**config.mk**
```make
export PLATFORM = sky130hd
export DESIGN_NAME = wp_guard
export DESIGN_NICKNAME = d
export VERILOG_FILES = /design/src/rtl/wp_guard_pkg.sv /design/src/rtl/wp_sync_debounce.sv /design/src/rtl/wp_defer_ctl.sv /design/src/rtl/wp_led_drv.sv /design/src/rtl/wp_guard.sv
export SDC_FILE = /design/constraint.sdc
export NUM_CORES = 1
export LEC_CHECK = 0
export ABC_CLOCK_PERIOD_IN_PS = 2300
export BUFFER_PORTS_ARGS = -buffer_cell sky130_fd_sc_hd__buf_2
export CAP_MARGIN = 10
export CORE_AREA = 2 2 39 41
export DETAILED_ROUTE_END_ITERATION = 8
export DIE_AREA = 0 0 41 43
export SLEW_MARGIN = 20
export SYNTH_ARGS = -nofsm -noshare
export SYNTH_HDL_FRONTEND = slang
export SYNTH_SLANG_ARGS = --single-unit
export TNS_END_PERCENT = 1
```
**constraint.sdc**
```tcl
create_clock -name clk -period 2.3 [get_ports clk]
set_input_delay 0.345 -clock clk [delete_from_list [all_inputs] [get_ports clk]]
set_output_delay 0.345 -clock clk [all_outputs]
set_load 0.01 [all_outputs]
```
**src/rtl/wp_guard_pkg.sv**
```systemverilog
package wp_guard_pkg;
   typedef enum logic [1:0] {
      WP_OPEN   = 2'd0,
      WP_HOLD   = 2'd1,
      WP_LOCKED = 2'd2
   } wp_state_e;

   function automatic int unsigned cnt_width(input int unsigned n);
      return (n <= 2) ? 1 : $clog2(n);
   endfunction
endpackage

```
**src/rtl/wp_sync_debounce.sv**
```systemverilog
module wp_sync_debounce #(
   parameter int unsigned SYNC_STAGES = 2,
   parameter int unsigned DEB_CYCLES  = 16,
   parameter bit          RESET_LEVEL = 1'b1
) (
   input  logic clk,
   input  logic rst_n,
   input  logic raw_i,
   output logic level_o
);
   import wp_guard_pkg::*;

   localparam int unsigned CNT_W = cnt_width(DEB_CYCLES);

   logic [SYNC_STAGES-1:0] chain_q;
   logic                   sync_lvl;

   always_ff @(posedge clk or negedge rst_n) begin
      if (!rst_n) chain_q <= {SYNC_STAGES{RESET_LEVEL}};
      else        chain_q <= {chain_q[SYNC_STAGES-2:0], raw_i};
   end
   assign sync_lvl = chain_q[SYNC_STAGES-1];

   generate
      if (DEB_CYCLES <= 1) begin : g_bypass
         assign level_o = sync_lvl;
      end else begin : g_filter
         logic [CNT_W-1:0] cnt_q;
         logic             filt_q;
         always_ff @(posedge clk or negedge rst_n) begin
            if (!rst_n) begin
               cnt_q  <= '0;
               filt_q <= RESET_LEVEL;
            end else if (sync_lvl == filt_q) begin
               cnt_q <= '0;
            end else if (cnt_q == CNT_W'(DEB_CYCLES - 1)) begin
               cnt_q  <= '0;
               filt_q <= sync_lvl;
            end else begin
               cnt_q <= cnt_q + 1'b1;
            end
         end
         assign level_o = filt_q;
      end
   endgenerate
endmodule

```
**src/rtl/wp_defer_ctl.sv**
```systemverilog
module wp_defer_ctl (
   input  logic clk,
   input  logic rst_n,
   input  logic prot_req,
   input  logic busy,
   output logic wp_applied
);
   import wp_guard_pkg::*;

   wp_state_e st_q, st_d;

   always_comb begin
      st_d = st_q;
      unique case (st_q)
         WP_OPEN:   if (prot_req) st_d = busy ? WP_HOLD : WP_LOCKED;
         WP_HOLD:   if (!prot_req) st_d = WP_OPEN;
                    else if (!busy) st_d = WP_LOCKED;
         WP_LOCKED: if (!prot_req) st_d = WP_OPEN;
         default:   st_d = WP_OPEN;
      endcase
   end

   always_ff @(posedge clk or negedge rst_n) begin
      if (!rst_n) st_q <= WP_OPEN;
      else        st_q <= st_d;
   end

   assign wp_applied = (st_q == WP_LOCKED);
endmodule

```
**src/rtl/wp_led_drv.sv**
```systemverilog
module wp_led_drv #(
   parameter bit START_WINS = 1'b1
) (
   input  logic clk,
   input  logic rst_n,
   input  logic start_i,
   input  logic done_i,
   input  logic init_i,
   output logic act_o,
   output logic rdy_o
);
   logic act_q, act_d, rdy_q;

   generate
      if (START_WINS) begin : g_start_first
         always_comb begin
            act_d = act_q;
            if (done_i)  act_d = 1'b0;
            if (start_i) act_d = 1'b1;
         end
      end else begin : g_done_first
         always_comb begin
            act_d = act_q;
            if (start_i) act_d = 1'b1;
            if (done_i)  act_d = 1'b0;
         end
      end
   endgenerate

   always_ff @(posedge clk or negedge rst_n) begin
      if (!rst_n) begin
         act_q <= 1'b0;
         rdy_q <= 1'b0;
      end else begin
         act_q <= act_d;
         rdy_q <= init_i;
      end
   end

   assign act_o = act_q;
   assign rdy_o = rdy_q;
endmodule

```
**src/rtl/wp_guard.sv**
```systemverilog
module wp_guard #(
   parameter int unsigned SYNC_STAGES    = 2,
   parameter int unsigned DEB_CYCLES     = 16,
   parameter bit          ACT_START_WINS = 1'b1
) (
   input  logic clk,
   input  logic rst_n,
   input  logic wp_switch_n,
   input  logic xfer_start,
   input  logic xfer_done,
   input  logic ops_pending,
   input  logic init_done,
   input  logic cfg_wr_req,
   output logic cfg_wr_grant,
   output logic cfg_wr_reject,
   output logic prot_status,
   output logic flash_wp_n,
   output logic act_sink_en,
   output logic rdy_sink_en
);
   generate
      if (SYNC_STAGES < 2) begin : g_bad_sync
         $error("wp_guard: SYNC_STAGES must be at least 2");
      end
      if (DEB_CYCLES < 1) begin : g_bad_deb
         $error("wp_guard: DEB_CYCLES must be at least 1");
      end
   endgenerate

   logic sw_level;
   logic core_busy;
   logic wp_applied;

   wp_sync_debounce #(
      .SYNC_STAGES (SYNC_STAGES),
      .DEB_CYCLES  (DEB_CYCLES),
      .RESET_LEVEL (1'b1)
   ) u_filter (
      .clk     (clk),
      .rst_n   (rst_n),
      .raw_i   (wp_switch_n),
      .level_o (sw_level)
   );

   wp_led_drv #(
      .START_WINS (ACT_START_WINS)
   ) u_leds (
      .clk     (clk),
      .rst_n   (rst_n),
      .start_i (xfer_start),
      .done_i  (xfer_done),
      .init_i  (init_done),
      .act_o   (act_sink_en),
      .rdy_o   (rdy_sink_en)
   );

   assign prot_status = ~sw_level;
   assign core_busy   = act_sink_en | xfer_start | ops_pending;

   wp_defer_ctl u_defer (
      .clk        (clk),
      .rst_n      (rst_n),
      .prot_req   (prot_status),
      .busy       (core_busy),
      .wp_applied (wp_applied)
   );

   assign flash_wp_n    = ~wp_applied;
   assign cfg_wr_grant  = cfg_wr_req & ~prot_status;
   assign cfg_wr_reject = cfg_wr_req &  prot_status;
endmodule

```
# Yosys cells after proc, flatten, opt, wreduce, memory -nomap -nowiden
# Cells that the tools add are included.
[totals]
wordCells = 35
register_bits = 11
out_inout_bits = 6
[op_classes]
n_addsub = 1
muxes = 10
bitwise_logic = 7
reduce_logical = 4
n_eq_ne = 7
[op_table]
columns = ["cell", "n"]
rows = [
  ["$mux W2", 5],
  ["$mux W4", 2],
  ["$pmux W2 S3", 1],
  ["$add A4 B1 Y4 const B", 1],
  ["$eq A4 B4 Y1 const B", 1],
  ["$ne A3 B3 Y1 const B", 1],
  ["$not A1 Y1", 3],
  ["$reduce_and A3 Y1", 1],
  ["$and A1 B1 Y1", 2],
  ["$eq A2 B1 Y1 const B", 1],
  ["$eq A2 B2 Y1 const B", 1],
  ["$logic_not A2 Y1", 1],
  ["$mux W1", 2],
  ["$ne A2 B1 Y1 const B", 1],
  ["$ne A2 B2 Y1 const B", 1],
  ["$or A1 B1 Y1", 2],
  ["$reduce_and A2 Y1", 1],
  ["$reduce_bool A2 Y1", 1],
  ["$eq A1 B1 Y1", 1],
]

# Logic depth before layout (Yosys ltp)
# Gate-level depths: netlist (run 1).
[logic_depth]
word_depth = 5
mapped_depth = 4
depth_no_buf = 4

# Modules after synthesis
# Synthesis (run 1) repeated with hierarchy kept, for this count alone.
[unflattened]
cells_unflattened = 35
hier_area_um2 = 441.7
[by_module_without_submodules]
columns = ["module", "cells_each", "area_per_inst_um2", "n_inst", "seq_area_each_um2"]
rows = [
  ["wp_sync_debounce", 18, 274.0, 1, 178.9],
  ["wp_defer_ctl", 8, 80.1, 1, 50.0],
  ["wp_led_drv", 4, 61.3, 1, 50.0],
  ["wp_guard", 5, 26.3, 1, 0.0],
]

# Worst setup path before layout (run 1)
# No wires, ideal clock.
[synth_path]
kind = "register to output"
start = "register u_filter.g_filter.filt_q (netlist: u_filter.level_o)"
end = "output cfg_wr_reject"
arrival_time_ps = 788
path_stages_with_launch = 2
required_time_ps = 1955
path_slack_ps = 1167
cell_sequence = "dfstp_2 > and2b_2"
[synth_via]
elab_chain_cells = 2
[synth_rtl]
columns = ["element", "line", "rtl"]
rows = [
  ["start: declaration", "wp_sync_debounce.sv:29", "logic filt_q;"],
  ["start signal: assignment", "wp_sync_debounce.sv:38", "filt_q <= sync_lvl;"],
  ["$not A1 Y1", "wp_guard.sv:57", "assign prot_status = ~sw_level;"],
  ["$and A1 B1 Y1", "wp_guard.sv:70", "assign cfg_wr_reject = cfg_wr_req & prot_status;"],
  ["end: declaration", "wp_guard.sv:15", "output logic cfg_wr_reject,"],
]
# No other way between the ends.

# Worst setup path after layout (run 1)
# Ends and elaborated chain as after synthesis.

==> results of run 1 <==
==> final cells by class <==
cell class,count,area [um^2]
fill,141,828
clock buffer,4,26.3
sequential,11,279
inverter,3,11.3
multi-input combinational,20,144
tap,16,20.0
timing repair buffer,14,75.1
==> stage by stage <==
| stage | total power [W] | area, um^2 | instances | worst slack (ns) |
|---|---|---|---|---|
| after floorplan | 0.000230 | 434 | 34 | 1.17 |
| after global placement | 0.000245 | 519 | 63 | 1.06 |
| after detailed placement | 0.000246 | 519 | 63 | 1.04 |
| after CTS | 0.000373 | 556 | 68 | 0.754 |
| after global routing | 0.000388 | 556 | 68 | 0.716 |
| final | 0.000367 | 556 | 68 | 0.762 |
==> sequential cells by signal, indices dropped and copies added (netlist names) <==
register and cells:
u_filter.g_filter.cnt_q 4, u_filter.level_o 1, u_leds.rdy_o 1, u_defer.st_q 2, u_filter.chain_q 2, u_leds.act_o 1
==> repair_timing <==
action | CTS | global route
gates resized for setup | 0 | 0
hold endpoints to repair | 8 | 0
hold buffers | 1 | 0
==> report_power, final <==
group / switching [W] / internal, W / total, W
clock network: 0.0000570 / 0.0000668 / 0.000124
registers: 0.00000679 / 0.000205 / 0.000212
logic: 0.0000144 / 0.0000164 / 0.0000308
==> synthesized netlist by cell type, drive strengths merged <==
master,instances
dfrtp,8
o21ai,1
mux2,1
nand4b,1
dfstp,3
and2,1
a21o,1
and2b,1
nor2,1
xnor2,2
nor3b,1
inv,3
nor2b,1
nor3,2
a21oi,3
nand3,1
ha,1
nand2b,2
==> cells by family (layout without fill, tap and decap cells) <==
kind of cell    Yosys count  after routing  share of synthesized area [%]
fa+ha+maj                 1              1                           2.88
flops                    11             11                           64.3
buf+inv                   3             21                           2.59
compound gates            5              5                           6.34
simple gates             11             11                           17.3
mux                       1              1                           2.59
xor+xnor                  2              2                           4.04
==> how the worst min path moves through the flow <==
stage / startpoint / end / slack, ns / depth (start not counted)
2_1_floorplan: rst_n / u_defer.st_q[0]$_DFFE_PN0P_ / 0.05 / 0
3_3_place_gp: rst_n / u_leds.act_o$_DFFE_PN0P_ / 0.23 / 1
3_5_place_dp: rst_n / u_leds.act_o$_DFFE_PN0P_ / 0.22 / 1
4_1_cts: wp_switch_n / u_filter.chain_q[0]$_DFF_PN1_ / 0.17 / 1
6_report: wp_switch_n / u_filter.chain_q[0]$_DFF_PN1_ / 0.18 / 1
5_1_grt: wp_switch_n / u_filter.chain_q[0]$_DFF_PN1_ / 0.16 / 1
==> per-layer routing <==
metal	track usage, %	part of all wire, %	vias to the layer above
met4	6.00	0	0
met5	0	0	-
met3	3.14	5.4	0
met1	10.7	49	131
li1	-	-	150
met2	10.9	45	8
==> cells in the final DEF, fill, tap and decap left out, drive strengths merged <==
cell type	Yosys	routed
a21o	1	1
a21oi	3	3
and2	1	1
and2b	1	1
buf	0	13
clkbuf	0	4
dfrtp	8	8
dfstp	3	3
dlygate4sd3	0	1
ha	1	1
inv	3	3
mux2	1	1
nand2b	2	2
nand3	1	1
nand4b	1	1
nor2	1	1
nor2b	1	1
nor3	2	2
nor3b	1	1
o21ai	1	1
xnor2	2	2
==> implementation parameters, run 1 <==
Parameter                              Value

Yosys
  Area contributors post-synth    sky130_fd_sc_hd__dfrtp_1 46%, sky130_fd_sc_hd__dfstp_2 18%, sky130_fd_sc_hd__xnor2_1 4.0%
  Synthesized area per cell    12.8 um^2
  Cell accounting for the most synthesized area    sky130_fd_sc_hd__dfrtp_1
  Post-synthesis cell area    434 um^2
  Cell count after synthesis    34
  Count of distinct cell types in the synthesized netlist    18
  Post-synth top area share    46.1%
  Share of the yosys chip area belonging to registers    64.3%
  Synthesized flop and latch total    11
  Number of nets produced by synthesis    43
  Yosys Warn Count    0

Clocking
  CTS tree    done
  Clock slew at reported path FFs    0.07 ns
  Worst skew pair latency    0.26 ns
  Clock sink count    11
  Clock tree root buffer cell    sky130_fd_sc_hd__clkbuf_4
  H-tree depth    1
  Number of buffers created by CTS    3
  Longest Clk Path Bufs    2
  Buffer count from post-CTS setup fixing    0

Critical path
  Family of cells with the greatest summed delay on the critical path    flip-flops
  Crit. End Element    output pin
  Worst Path Class, Setup    flop to output pin
  Largest incremental delay on the critical path    0.59 ns
  Critical-path maximum fanout    7
  Library cell contributing the largest single delay on the critical path    sky130_fd_sc_hd__dfstp_2
  Destination of the worst register-to-register timing path    u_filter.level_o$_DFFE_PN1P_
  Worst reg2reg path depth    3
  Required time at the endpoint of the critical path    1.96 ns
  Setup slack of the most critical reg-to-reg path    1.13 ns
  Type of origin of the critical path    flop
  Timing startpoint of the critical path    u_filter.level_o$_DFFE_PN1P_
  Cells along the critical path    and2b_2 -> buf_2
  Path length in cells of the critical path    2
  Arr. time, crit path    1.19 ns
  Worst setup path endpoint    cfg_wr_reject
  Reg2reg start    u_filter.g_filter.cnt_q[0]$_DFF_PN0_
  Buffers plus inverters on the worst setup path    1

Die
  Horizontal extent of the die    41 um
  Core footprint    1380 um^2
  Initial core utilization    31.4%
  Placement row count    14
  Die Y-Extent    43 um
  Die ar.    1760 um^2
  Number of top-level design ports    14

Detailed routing
  Routed wire length    628 um
  1st-pass router iterations    2
  Per-cell routed wire length    9.24 um
  Drt drc    0
  Via total after detailed routing    289
  Iter 0 DRT Violations    4
  Routed via count divided by cell count    4.25
  Remaining antenna violation count    0

STA
  Final worst-path cycle share    66.9%
  Fin Setup TNS    0 ns
  Final Skew    0.00480 ns
  Final setup violation count    0
  Final period demand of the worst path    1.54 ns
  Hold Slack    0.182 ns
  Unrepaired setup endpoints after global routing    false
  Final Max Slew Viols    0
  Highest clock frequency the design can meet    650 MHz
  Final hold violation count    0
  Actual transition at the worst max-transition pin    0.400 ns
  Tightest slew margin relative to the limit    73.1%

Placement
  Input/output buffers    13
  Half-perimeter wire length after detailed placement    490 um
  Routability Congestion    0.644

Run
  Max capacitance violation total    0

Power
  Leakage    0.254 nW
  Power Density    660 nW/um^2
  Maximum VDD drop    0.000389 V

Cells and area
  Layout cell share with drive strength beyond 1    44.2%
  Final-stage net count    62
  Area overhead of the layout relative to synthesis    28.0%
  Antenna cells    0
  End-of-flow core utilization    40.1%

Hold path
  HP Class    input port to flop

Global routing
  Largest net degree at the start of global routing    12
  Antenna violations before repair    0
  Total overflow reported by the global router    0
  Number of global-route vias before repair    258
  Gr usage total    8.32%
  Wire length of the first global-routing pass    972 um

Run status
  Status    finished, final reports clean
No activity file was read; power rests on OpenSTA's default activity.
==> run 2, diff against run 1 <==
--- a/config.mk
+++ b/config.mk
@@ -5,7 +5,7 @@
 export SDC_FILE = /design/constraint.sdc
 export NUM_CORES = 1
 export LEC_CHECK = 0
-export ABC_CLOCK_PERIOD_IN_PS = 2300
+export ABC_CLOCK_PERIOD_IN_PS = 1500
 export BUFFER_PORTS_ARGS = -buffer_cell sky130_fd_sc_hd__buf_2
 export CAP_MARGIN = 10
 export CORE_AREA = 2 2 39 41
==> constraint.sdc (replaced) <==
create_clock -name clk -period 1.5 [get_ports clk]
set_input_delay 0.225 -clock clk [delete_from_list [all_inputs] [get_ports clk]]
set_output_delay 0.225 -clock clk [all_outputs]
set_load 0.01 [all_outputs]
==> implementation parameters, run 2 (synthesis results as in run 1) <==
Parameter                              Value

Run status
  Status    finished, final reports clean

Critical path
  Type of origin of the critical path    flop
  Arr. time, crit path    1.20 ns
  Worst Path Class, Setup    flop to output pin
  Required time at the endpoint of the critical path    1.27 ns
  Crit. End Element    output pin
  Critical-path maximum fanout    7

Power
  Fraction of power consumed by combinational cells    8.4%
  Power, Total    0.000562 W
  Leakage    0.254 nW
  Register share of total power    57.8%
  Maximum VDD drop    0.000420 V
  Cell Int Power    0.000443 W
  Power share of the clock group    33.8%
  Power Density    1010 nW/um^2
  Sw Ratio    21.3%
  Net Switching    0.000120 W

Die
  Core footprint    1380 um^2
  Initial core utilization    31.4%
  Die Y-Extent    43 um
  Number of top-level design ports    14
  Die ar.    1760 um^2
  Horizontal extent of the die    41 um
  Placement row count    14

STA
  Final worst setup slack    0.0776 ns
  Tightest slew margin relative to the limit    74.9%
  Final period demand of the worst path    1.42 ns
  Final Skew    0.00249 ns
  Fin Setup TNS    0 ns
  Final hold violation count    0
  Final Max Slew Viols    0
  Final setup violation count    0
  Final worst-path cycle share    94.8%
  Unrepaired setup endpoints after global routing    false
  Highest clock frequency the design can meet    703 MHz
  Actual transition at the worst max-transition pin    0.373 ns
  Hold Slack    0.0594 ns

Detailed routing
  Remaining antenna violation count    0
  Routed wire length    620 um
  Routed via count divided by cell count    4.38
  Iter 0 DRT Violations    4
  Per-cell routed wire length    9.12 um
  Drt drc    0
  Via total after detailed routing    298
  1st-pass router iterations    2

Hold path
  HP Class    input port to flop

Clocking
  Number of buffers created by CTS    3
  Clock sink count    11
  Clock tree root buffer cell    sky130_fd_sc_hd__clkbuf_4
  Gates resized, CTS repair    0
  CTS Hold Buffers Added    1
  Clock slew at reported path FFs    0.06 ns
  H-tree depth    1
  Worst skew pair latency    0.26 ns
  Longest Clk Path Bufs    2
  CTS tree    done
  Buffer count from post-CTS setup fixing    0

Cells and area
  Commonest non-fill, non-tap cell in the layout    sky130_fd_sc_hd__buf_2
  Layout cell share with drive strength beyond 1    44.2%
  Final-stage net count    62
  Number of flip-flops under the largest register name    4
  Fin cells    68
  Area overhead of the layout relative to synthesis    28.0%
  Largest registers    u_filter.g_filter.cnt_q: 4 flops, u_defer.st_q: 2 flops, u_filter.chain_q: 2 flops
  Register containing the most flip-flops in the final layout    u_filter.g_filter.cnt_q
  Antenna cells    0
  Commonest non-fill, non-tap cells in the layout    13 x sky130_fd_sc_hd__buf_2, 8 x sky130_fd_sc_hd__dfrtp_1

Global routing
  Gr usage total    9.74%
  Number of global-route vias before repair    285
  Total overflow reported by the global router    0
  Antenna violations before repair    0
  Largest net degree at the start of global routing    12
  Wire length of the first global-routing pass    1150 um

Placement
  Routability Congestion    0.720
  Inst Count DP    63
  Input/output buffers    13
  Half-perimeter wire length after detailed placement    477 um
  Pre-CTS setup slack    0.325 ns

Run
  Max capacitance violation total    0
[run 2: cell counts in the layout (fill, tap and decap cells not counted)]
Identical to the previous run, type by type.
[run 2: critical path: stages, from the launching register on]
cell and delay (ns):
sky130_fd_sc_hd__dfstp_2 0.59, sky130_fd_sc_hd__and2b_2 0.22, sky130_fd_sc_hd__buf_2 0.13
[run 2: power by group through the flow]
| stage | combinational [W] | clock (W) | sequential [W] |
|---|---|---|---|
| after detailed placement | 0.0000460 | 0 | 0.000331 |
| after CTS | 0.0000484 | 0.000203 | 0.000325 |
| after floorplan | 0.0000220 | 0 | 0.000331 |
| final | 0.0000471 | 0.000190 | 0.000325 |
| after global routing | 0.0000553 | 0.000218 | 0.000328 |
| after global placement | 0.0000461 | 0 | 0.000330 |
[run 2: layout make-up]
type	count	area (um^2)
fill	142	828
sequential	11	279
multi-input combinational	20	144
timing repair buffer	14	75.1
clock buffer	4	26.3
tap	16	20.0
inverter	3	11.3
[run 2: final timing paths]
check | startpoint | endpoint | slack, ns | depth (start not counted)
min in group asynchronous | rst_n | u_filter.g_filter.cnt_q[0]$_DFF_PN0_ | 0.35 | 2
worst min register to register | u_filter.chain_q[0]$_DFF_PN1_ | u_filter.chain_q[1]$_DFF_PN1_ | 0.36 | 0
max in group asynchronous | rst_n | u_filter.level_o$_DFFE_PN1P_ | 0.90 | 2
worst max-delay path | u_filter.level_o$_DFFE_PN1P_ | cfg_wr_reject | 0.08 | 2
worst max register to register | u_filter.g_filter.cnt_q[0]$_DFF_PN0_ | u_filter.level_o$_DFFE_PN1P_ | 0.31 | 3
worst min-delay path | wp_switch_n | u_filter.chain_q[0]$_DFF_PN1_ | 0.06 | 1
[run 2: through the flow]
stage | area (um^2) | utilization, %
6_report | 556 | 40.1
5_1_grt | 556 | 40.1
4_1_cts | 556 | 40.1
3_5_place_dp | 519 | 37.5
3_3_place_gp | 519 | 37.5
2_1_floorplan | 434 | -
[run 2: metal layers]
metal  up-vias  share of wire [%]  global-route usage [%]
met4         0                  0                    6.00
li1        151                  -                       -
met5         -                  0                       0
met2        10                 47                    12.8
met3         0                6.3                    3.14
met1       137                 47                    13.4
